**src/rtl/bwp_pkg.sv**
```systemverilog
package bwp_pkg;
    localparam int unsigned SYM_W   = 8;
    localparam int unsigned LANES   = 4;
    localparam int unsigned WORD_W  = SYM_W * LANES;
    localparam int unsigned CNT_W   = $clog2(LANES);
    localparam int unsigned EMPTY_W = $clog2(LANES);

    typedef logic [SYM_W-1:0]   sym_t;
    typedef logic [WORD_W-1:0]  word_t;
    typedef logic [CNT_W-1:0]   cnt_t;
    typedef logic [EMPTY_W-1:0] empty_t;

    typedef struct packed {
        word_t  data;
        logic   first;
        logic   last;
        empty_t empty;
    } beat_t;

    // Low bit position of a lane; lane 0 is the most significant byte.
    function automatic int unsigned lane_lsb(input int unsigned lane);
        return (LANES - 1 - lane) * SYM_W;
    endfunction

    // Mask covering the trailing unused lanes given an empty count.
    function automatic word_t tail_mask(input empty_t n);
        word_t m;
        m = '0;
        for (int unsigned b = 0; b < WORD_W; b++) begin
            if (b < int'(n) * SYM_W) m[b] = 1'b1;
        end
        return m;
    endfunction
endpackage

```
**src/rtl/bwp_gather.sv**
```systemverilog
module bwp_gather
    import bwp_pkg::*;
(
    input  logic  clk,
    input  logic  rst,
    input  logic  take,
    input  sym_t  sym,
    input  logic  sym_first,
    input  logic  sym_last,
    output logic  emit,
    output beat_t word
);
    sym_t held_q [LANES-1];
    cnt_t fill_q;
    logic open_q;

    assign emit = take && (sym_last || (fill_q == cnt_t'(LANES - 1)));

    always_comb begin
        word.data = '0;
        for (int unsigned k = 0; k < LANES; k++) begin
            if (cnt_t'(k) < fill_q)
                word.data[lane_lsb(k) +: SYM_W] = held_q[k];
            else if (cnt_t'(k) == fill_q)
                word.data[lane_lsb(k) +: SYM_W] = sym;
        end
        word.first = open_q || (fill_q == '0 && sym_first);
        word.last  = sym_last;
        word.empty = empty_t'(LANES - 1) - empty_t'(fill_q);
    end

    always_ff @(posedge clk) begin
        if (rst) begin
            fill_q <= '0;
            open_q <= 1'b0;
            for (int unsigned k = 0; k < LANES - 1; k++) held_q[k] <= '0;
        end else if (take) begin
            if (emit) begin
                fill_q <= '0;
                open_q <= 1'b0;
            end else begin
                held_q[fill_q] <= sym;
                fill_q         <= fill_q + 1'b1;
                if (fill_q == '0) open_q <= sym_first;
            end
        end
    end

    AST_FILL_RESTART: assert property (@(posedge clk) disable iff (rst)
        emit |=> (fill_q == '0)) else $error("fill not restarted");
endmodule

```
**src/rtl/bwp_outreg.sv**
```systemverilog
module bwp_outreg
    import bwp_pkg::*;
(
    input  logic  clk,
    input  logic  rst,
    input  logic  load,
    input  beat_t beat_in,
    input  logic  drain,
    output logic  valid,
    output beat_t beat_q,
    output logic  free
);
    assign free = !valid || drain;

    always_ff @(posedge clk) begin
        if (rst) begin
            valid  <= 1'b0;
            beat_q <= '0;
        end else if (load) begin
            valid  <= 1'b1;
            beat_q <= beat_in;
        end else if (drain) begin
            valid  <= 1'b0;
        end
    end

    AST_HOLD_STABLE: assert property (@(posedge clk) disable iff (rst)
        (valid && !drain) |=> (valid && $stable(beat_q))) else $error("stalled beat changed");
    AST_NO_OVERWRITE: assert property (@(posedge clk) disable iff (rst)
        (load |-> free)) else $error("load into busy register");
endmodule

```
**src/rtl/byte_word_packer.sv**
```systemverilog
module byte_word_packer
    import bwp_pkg::*;
(
    input  logic               clk,
    input  logic               rst,
    input  logic               in_valid,
    output logic               in_ready,
    input  logic [SYM_W-1:0]   in_byte,
    input  logic               in_first,
    input  logic               in_last,
    output logic               out_valid,
    input  logic               out_ready,
    output logic [WORD_W-1:0]  out_word,
    output logic               out_first,
    output logic               out_last,
    output logic [EMPTY_W-1:0] out_empty
);
    logic  take;
    logic  emit;
    logic  free;
    beat_t packed_w;
    beat_t held_w;

    assign in_ready = free;
    assign take     = in_valid && free;

    bwp_gather u_gather (
        .clk       (clk),
        .rst       (rst),
        .take      (take),
        .sym       (in_byte),
        .sym_first (in_first),
        .sym_last  (in_last),
        .emit      (emit),
        .word      (packed_w)
    );

    bwp_outreg u_outreg (
        .clk     (clk),
        .rst     (rst),
        .load    (emit),
        .beat_in (packed_w),
        .drain   (out_ready),
        .valid   (out_valid),
        .beat_q  (held_w),
        .free    (free)
    );

    assign out_word  = held_w.data;
    assign out_first = held_w.first;
    assign out_last  = held_w.last;
    assign out_empty = held_w.empty;

    AST_MID_EMPTY_ZERO: assert property (@(posedge clk) disable iff (rst)
        (out_valid && !out_last) |-> (out_empty == '0)) else $error("empty on middle word");
    AST_TAIL_ZERO: assert property (@(posedge clk) disable iff (rst)
        (out_valid && out_last) |-> ((out_word & tail_mask(out_empty)) == '0)) else $error("tail lanes not zero");
    AST_IDLE_NO_WORD: assert property (@(posedge clk) disable iff (rst)
        (!in_valid && !out_valid) |=> !out_valid) else $error("word from idle input");
endmodule

```
**config.mk**
```make
export PLATFORM = sky130hd
export DESIGN_NAME = byte_word_packer
export DESIGN_NICKNAME = d
export VERILOG_FILES = /design/src/rtl/bwp_pkg.sv /design/src/rtl/bwp_gather.sv /design/src/rtl/bwp_outreg.sv /design/src/rtl/byte_word_packer.sv
export SDC_FILE = /design/constraint.sdc
export NUM_CORES = 1
export LEC_CHECK = 0
export ABC_AREA = 1
export BUFFER_PORTS_ARGS = -buffer_cell sky130_fd_sc_hd__clkbuf_2
export CELL_PAD_IN_SITES_DETAIL_PLACEMENT = 0
export CELL_PAD_IN_SITES_GLOBAL_PLACEMENT = 2
export CORE_MARGIN = 2
export CORE_UTILIZATION = 29
export CTS_CLUSTER_SIZE = 14
export DETAILED_ROUTE_END_ITERATION = 16
export GPL_TIMING_DRIVEN = 1
export HOLD_SLACK_MARGIN = 0.12
export PLACE_DENSITY = 0.85
export SYNTH_ARGS = -nofsm -noshare
export SYNTH_HDL_FRONTEND = slang
export SYNTH_SLANG_ARGS = --single-unit
```
**constraint.sdc**
```tcl
create_clock -name clk -period 1.7 [get_ports clk]
set_input_delay 0.34 -clock clk [delete_from_list [all_inputs] [get_ports clk]]
set_output_delay 0.34 -clock clk [all_outputs]
set_load 0.02 [all_outputs]
```
* Word-level counts from Yosys, hierarchy flattened
Memories as Yosys holds them, arrays and structs flattened. Cells that the tools add are included. W data, S select, Z words.
Operators by class: reduce and logical (&&, ||, !) cells 12, multiply operators 0, add/sub/neg operators 2, mux-type cells 22, order comparisons 4, shift-type cells 0, bitwise gates (word level) 0, equality and inequality tests 4, divide/modulo/power cells 0
Operator list (number):
- $mux W8 | 9
- $mux W1 | 11
- $reduce_or A8 Y1 | 1
- $eq A2 B2 Y1 const A | 2
- $lt A1 B2 Y1 const A | 2
- $lt A2 B2 Y1 const A | 2
- $mux W2 | 2
- $reduce_bool A2 Y1 | 2
- $logic_and A1 B1 Y1 | 3
- $logic_or A1 B1 Y1 | 3
- $add A2 B1 Y2 const B | 1
- $eq A1 B2 Y1 const A | 1
- $eq A2 B2 Y1 const B | 1
- $logic_not A2 Y1 | 1
- $reduce_and A2 Y1 | 1
- $sub A2 B2 Y2 const A | 1
- $logic_not A1 Y1 | 1
Storage, ports and cells: bits in read-only memories 0, RAM bits 24, bits of input ports 14, logic and storage cells 52, flip-flop bits (word level) 40, bits in latches 0, memories 1
Memories:
- u_gather.held_q | depth 3, width 8, rd ports 4, clocked after memory_dff 0, wr ports 3, line bwp_gather.sv:13 | sym_t held_q [LANES-1];

* Depth between registers and ports, before layout
Gate-level depths: netlist of run 1.
word-level depth 10, depth in mapped cells 9, gate-level depth less buffers 7

* Hierarchy
Synthesis of run 1 repeated with hierarchy kept, for this count alone.
Unflattened totals: cells, all modules 339, area, all modules 2941.6 sq um
Modules (own cells, without submodules):
- bwp_gather | area each 1506.4 sq um, sequential area each 780.7 sq um, cells each 177, times used 1
- bwp_outreg | area each 1427.6 sq um, sequential area each 740.7 sq um, cells each 160, times used 1
- byte_word_packer | area each 7.5 sq um, sequential area each 0.0 sq um, cells each 2, times used 1

* Worst setup path before layout of run 1
Ideal clock, no wire load.
kind register to register, start point register u_gather.fill_q[1], end point memory u_gather.held_q[0][0] in the netlist's numbering (enable), stages on the path, launching flop included 8, path buffers 3, arrival time 1536 ps, required time 1401 ps, library setup time 299 ps, setup slack -135 ps, path through dfxtp_1 > buf_2 > clkinv_1 > ha_1 > buf_2 > clkbuf_1 > nand2_1 > nand2_1
RTL lines:
- start: declaration | line bwp_gather.sv:14 | cnt_t fill_q;
- start signal: assignment | line bwp_gather.sv:43 | fill_q <= fill_q + 1'b1;
- end: declaration | line bwp_gather.sv:13

==> results of run 1 <==
==> worst min path at each step <==
stage,cells past startpoint,endpoint,slack [ns],start
2_1_floorplan,2,u_gather.open_q$_SDFFE_PP0P_,0.44,u_gather.open_q$_SDFFE_PP0P_
3_3_place_gp,2,u_gather.open_q$_SDFFE_PP0P_,0.45,u_gather.open_q$_SDFFE_PP0P_
3_5_place_dp,2,u_outreg.beat_q[11]$_SDFFE_PP0P_,0.46,u_outreg.beat_q[11]$_SDFFE_PP0P_
4_1_cts,3,u_outreg.beat_q[2]$_SDFFE_PP0P_,0.25,in_last
5_1_grt,3,u_outreg.beat_q[2]$_SDFFE_PP0P_,0.26,in_last
6_report,3,u_outreg.beat_q[2]$_SDFFE_PP0P_,0.26,in_last
==> critical path, cell delays in order, from the launching register on <==
cell	delay, ns
dfxtp_1	0.31
ha_1	0.24
inv_4	0.09
nand2_8	0.07
nor2_4	0.22
nand3_1	0.12
nand2_2	0.19
==> where the power goes <==
| group | leakage [nW] | switching, mW | internal (mW) | total [mW] |
|---|---|---|---|---|
| registers | 0.575 | 0.0206 | 1.64 | 1.66 |
| logic | 0.796 | 0.230 | 0.109 | 0.338 |
| clock network | 0.0945 | 0.570 | 0.665 | 1.24 |
==> registers in the layout, summed over array words and instances (netlist names) <==
name	cells
u_gather.held_q	24
u_gather.fill_q	2
u_outreg.valid	1
u_gather.open_q	1
u_outreg.beat_q	36
==> layout by cell type, fill, tap and decap left out <==
cell and count:
clkbuf_2 51, clkbuf_8 9, edfxtp_1 24, nor2_1 26
nand4_1 8, nor2_4 1, buf_12 1, nand2_1 109
clkbuf_1 2, nand3_2 2, nand2_4 1, clkinv_1 2
dfxtp_1 40, o21ai_1 1, bufinv_16 1, o21ai_0 17
inv_4 2, ha_1 5, a21oi_1 39, or2_2 1
buf_4 16, inv_1 23, nand3_1 11, nor2_8 1
nand2_2 5, nand2_8 1, clkinv_2 4
==> stage by stage <==
| step | hold WS (ns) | instances | cell area (um^2) | total power [mW] | utilization |
|---|---|---|---|---|---|
| after CTS | 0.2542 | 536 | 3448 | 3.277 | 0.3577 |
| after global routing | 0.2624 | 536 | 3451 | 3.394 | 0.3580 |
| final | 0.2644 | 536 | 3451 | 3.237 | 0.3580 |
| after global placement | 0.4481 | 520 | 3268 | 2.037 | 0.3390 |
| after floorplan | 0.4380 | 339 | 2840 | 1.916 | - |
| after detailed placement | 0.4559 | 520 | 3268 | 2.040 | 0.3390 |
==> area by class of cell <==
type                            instances  area, um^2  share of cell area
Sequential cell                        64        1521              0.4409
Multi-Input combinational cell        228        1080              0.3129
Timing Repair Buffer                   68       395.4              0.1146
Tap cell                              133       166.4             0.04822
Clock buffer                           11       131.4             0.03807
Inverter                               27       107.6             0.03118
Clock inverter                          5       48.80             0.01414
==> cells by family after synthesis <==
family	Yosys count	synth area share
adder cells (fa/ha/maj)	5	0.02208
flip-flops	64	0.5369
AO/OA/AOI/OAI	57	0.1007
AND/OR/NAND/NOR	166	0.2556
buffers and inverters	47	0.08477
==> Yosys cell counts (5+ instances only) <==
library cell  count  area (um^2)
a21oi_1          39        195.2
buf_2             5        25.02
buf_6             7        78.83
clkbuf_1          7        26.28
dfxtp_1          40        800.8
edfxtp_1         24        720.7
ha_1              5        62.56
inv_1            23        86.33
nand2_1         112        420.4
nand3_1          11        55.05
nand4_1           8        50.05
nor2_1           26        97.59
o21ai_0          18        90.09
==> routing by layer <==
metal / vias to the layer above / wire, um / GRT usage
met5: - / 0 / 0
met4: 0 / 150 / 0.05972
met3: 14 / 375 / 0.04203
met2: 46 / 3022 / 0.2217
met1: 1023 / 3265 / 0.1754
li1: 1215 / - / -
==> results.json, run 1 <==
{
  "dpl.hpwl_um": 4778,
  "crit_fanout": 8,
  "core_um2": 9639,
  "syn_avg_cell_area_um2": 8.360,
  "reg2reg_depth": 6,
  "synth_nets": 358,
  "drtAntennaViolNets": 0,
  "yosysWarnings": 0,
  "power_density_nw_per_um2": 938.2,
  "tns_ns": 0,
  "n_fill_cell": 1056,
  "insertion_delay_ns": 0.34,
  "fp.dieW_um": 102.9,
  "syn2layout_area_growth_pct": 21.77,
  "die_h_um": 102.9,
  "synth.yosys.seq_area_share": 0.5369,
  "place_ws_ns": 0.06852,
  "period_share": 0.9127,
  "clock_skew_ns": 0.005633,
  "drv_slew": 0,
  "async_flop_share": 0,
  "htree_levels": 3,
  "first_pass_iters": 4,
  "syn_inst": 339,
  "routed_wl_um": 6814,
  "crit_end": "u_gather.held_q[2][7]$_SDFFCE_PN0P_",
  "crit_type": "reg -> reg",
  "drive_gt1_frac": 0.2382,
  "rows": 36,
  "numCtsBuffers": 9,
  "rsz0062_at_grt": "no",
  "grt_pass1_wl_um": 11010,
  "leakagePower_nw": 1.466,
  "track_usage": 0.1391,
  "port_buffers": 51,
  "cts_resized": 0,
  "die-area_um2": 10580,
  "peakVddDrop_mv": 0.4419,
  "max_slew_margin": 0.6938,
  "nNetsFinal": 417,
  "syn_area_um2": 2834,
  "clk_path_buf_depth": 2,
  "grt_max_degree": 38,
  "ys.flop_type": "dfxtp_1",
  "clock-sinks": 64,
  "critPathCaptureType": "flop",
  "min_period_ns": 1.552,
  "first_iter_violations": 112,
  "wl_per_cell_um": 12.71,
  "ioPinCount": 52,
  "initial_core_util": 0.2940,
  "worstSetupStartpointType": "flop",
  "first_global_vias": 2276,
  "hp-class": "in -> reg",
  "avgViaCountPerCell": 4.287,
  "tritoncts": "yes",
  "status": "complete, no violations",
  "reg2reg_slack_ns": 0.15,
  "cts-root-buf": "clkbuf_8",
  "fmax_mhz": 644.5,
  "hold_violations": 0,
  "tightest_slew_ns": 0.4593,
  "cts_hold_buf": 0,
  "crit_path_start": "u_gather.fill_q[0]$_SDFFE_PP0P_",
  "fin_ws_ns": 0.1483,
  "synth_edf_count": 24,
  "rr_endpoint": "u_gather.held_q[2][7]$_SDFFCE_PN0P_",
  "drv_cap": 0,
  "postCtsSetupBuffers": 0,
  "clk_pin_slew_ns": 0.06,
  "vias": 2298,
  "grt-ovfl-total": 0,
  "setup_viol": 0,
  "drc": 0,
  "synth_seq_cells": 64,
  "antenna_cells": 0,
  "cp.arrival_ns": 1.59,
  "gp_congestion": 0.7708,
  "worstReg2RegStart": "u_gather.fill_q[0]$_SDFFE_PP0P_",
  "antenna_found_initial": 0,
  "ys_types": 23,
  "critPathRequiredTime_ns": 1.74
}
No activity file was read; power rests on OpenSTA's default activity.
==> run 2: changes to the inputs <==
clock period = 1.3 ns   (was 1.7 ns; I/O delays follow)
==> run 2 against run 1 <==
Effect of this change: the run now ends with negative setup slack left; critical endpoint is now u_gather.held_q[1][7]$_SDFFCE_PN0P_; sequential power up 31%; combinational power rose by 110%; die area unchanged; critical path type unchanged.
==> results.json, run 2 (synthesis results as in run 1) <==
{
  "worstSetupStartpointType": "flop",
  "first_iter_violations": 88,
  "drv_cap": 0,
  "gp_congestion": 0.7642,
  "status": "finished with violations",
  "post-place-cells": 528,
  "routed_wl_um": 8156,
  "ioPinCount": 52,
  "avgViaCountPerCell": 4.506,
  "htree_levels": 3,
  "rows": 36,
  "critPathCaptureType": "flop",
  "cts_hold_buf": 0,
  "drtAntennaViolNets": 0,
  "hp-class": "in -> reg",
  "track_usage": 0.1565,
  "hp-start": "in_last",
  "rsz0062_at_grt": "yes",
  "peakVddDrop_mv": 0.5587,
  "holdPathEnd": "u_outreg.beat_q[2]$_SDFFE_PP0P_",
  "crit_type": "reg -> reg",
  "grt-ovfl-total": 0,
  "cp.arrival_ns": 1.67,
  "first_pass_iters": 4,
  "final_cell_mix": "nand2_1 (89), clkbuf_2 (50), dfxtp_1 (37)",
  "core_um2": 9639,
  "cts-root-buf": "clkbuf_8",
  "setup_viol": 84,
  "nNetsFinal": 446,
  "min_period_ns": 1.472,
  "power_density_nw_per_um2": 1037,
  "rr_endpoint": "u_gather.held_q[1][7]$_SDFFCE_PN0P_",
  "port_buffers": 51,
  "initial_core_util": 0.2940,
  "antenna_cells": 0,
  "globalRouteMet1Util": 0.2047,
  "hold_violations": 0,
  "first_global_vias": 2478,
  "grt_max_degree": 38,
  "failed_checks": "negative setup slack",
  "tritoncts": "yes",
  "die-area_um2": 10580,
  "hold-path-cell-count": 3,
  "multi_input_area_um2": 1446,
  "worstReg2RegStart": "u_gather.fill_q[1]$_SDFFE_PP0P_",
  "cpPeakStageDelay_ns": 0.36,
  "use_met2": 0.2519,
  "reg.largest.list": "u_outreg.beat_q x36, u_gather.held_q x24, u_gather.fill_q x2",
  "crit_fanout": 8,
  "reg2reg_depth": 7,
  "leakagePower_nw": 1.710,
  "drv_slew": 0,
  "fin_area_um2": 4273,
  "ff_latch_area_um2": 1530,
  "insertion_delay_ns": 0.35,
  "fin_ws_ns": -0.1716,
  "place_ws_ns": -0.1447,
  "clock-sinks": 64,
  "clock_skew_ns": 0.007966,
  "reg2reg_slack_ns": -0.17,
  "final_common_cell": "nand2_1",
  "clk_path_buf_depth": 2,
  "dpl.hpwl_um": 4854,
  "utilization": 0.4433,
  "critPathRequiredTime_ns": 1.50,
  "grt.busiest_layer": "met2",
  "period_share": 1.132,
  "tightest_slew_ns": 0.5060,
  "drc": 0,
  "regMostFlops": "u_outreg.beat_q",
  "max_slew_margin": 0.6627,
  "largest_reg_flops": 36,
  "syn2layout_area_growth_pct": 50.77,
  "clk_pin_slew_ns": 0.07,
  "die_h_um": 102.9,
  "vias": 2546,
  "n_fill_cell": 974,
  "dpl_cell_area_um2": 3425,
  "numCtsBuffers": 9,
  "grt_pass1_wl_um": 12290,
  "fp.dieW_um": 102.9,
  "antenna_found_initial": 0,
  "drive_gt1_frac": 0.4514,
  "met3_usage": 0.03661,
  "critical_path.cell_chain": "ha_4, inv_4, nand2_8, nor2_4, nand3_4, buf_8, nor2_1",
  "fmax_mhz": 679.5,
  "finalNonFillerCells": 565,
  "wl_per_cell_um": 14.44,
  "slowest_stage": "dfxtp_4"
}
run 2: cell count changes in the layout (fill, tap and decap cells not counted), moves of 6 or more:
cell / change
buf_6: +6
nor2_1: -21
buf_12: +8
nand2_1: -20
o21ai_1: +10
o21ai_0: -12
nand2_2: +17
nor2_2: +10
a21oi_2: +17
nor2_4: +11
a21oi_1: -17
buf_4: +7
run 2: how the worst max path moves through the flow:
stage	from	endpoint	slack (ns)	depth (start not counted)
final	u_gather.fill_q[1]$_SDFFE_PP0P_	u_gather.held_q[1][7]$_SDFFCE_PN0P_	-0.17	7
after global routing	u_gather.fill_q[1]$_SDFFE_PP0P_	u_gather.held_q[1][7]$_SDFFCE_PN0P_	-0.22	7
after CTS	u_gather.fill_q[1]$_SDFFE_PP0P_	u_gather.held_q[2][2]$_SDFFCE_PN0P_	-0.13	6
after detailed placement	u_gather.fill_q[1]$_SDFFE_PP0P_	u_gather.held_q[2][3]$_SDFFCE_PN0P_	-0.14	6
after global placement	u_gather.fill_q[1]$_SDFFE_PP0P_	u_gather.held_q[2][4]$_SDFFCE_PN0P_	-0.12	6
after floorplan	u_gather.fill_q[1]$_SDFFE_PP0P_	u_gather.held_q[1][0]$_SDFFCE_PN0P_	-0.23	7
run 2: metrics by stage:
stage	hold WS [ns]	power, mW	TNS [ns]
final	0.1800	4.429	-8.904
after global routing	0.1982	4.609	-14.12
after CTS	0.1551	4.387	-7.038
after detailed placement	0.4519	2.715	-7.072
after global placement	0.4504	2.710	-4.825
after floorplan	0.4071	2.524	-7.120
run 2: cell type report:
class	count	area share
inverters	27	0.02782
multi-input cells	229	0.3385
flip-flops and latches	64	0.3581
well taps	133	0.03895
repair buffers	96	0.1968
clock buffers	16	0.03982
run 2: per-layer routing:
layer  up-vias  share of wire  wire [um]
li1       1279              -          -
met1      1193           0.46       3760
met5         -              0          0
met2        60           0.47       3857
met3        14          0.047        384
met4         0          0.019        154
run 2: power breakdown:
part	leakage, nW	total (mW)	switching, mW	internal (mW)
sequential	0.577	2.18	0.0310	2.15
clock	0.0850	1.54	0.737	0.802
combinational	1.05	0.711	0.415	0.296
total	1.71	4.43	1.18	3.25
run 2: repair_timing:
action	CTS	global route
setup endpoints to repair	86	89
pin swaps	12	19
resized for setup	49	74
gates cloned	3	5
setup buffers	13	4
run 2: worst max-delay path, delay by kind of cell (launching register included):
| family | cells | cell delay [ns] |
|---|---|---|
| simple gates | 4 | 0.55 |
| flops | 1 | 0.36 |
| buf+inv | 2 | 0.25 |
| fa+ha+maj | 1 | 0.17 |
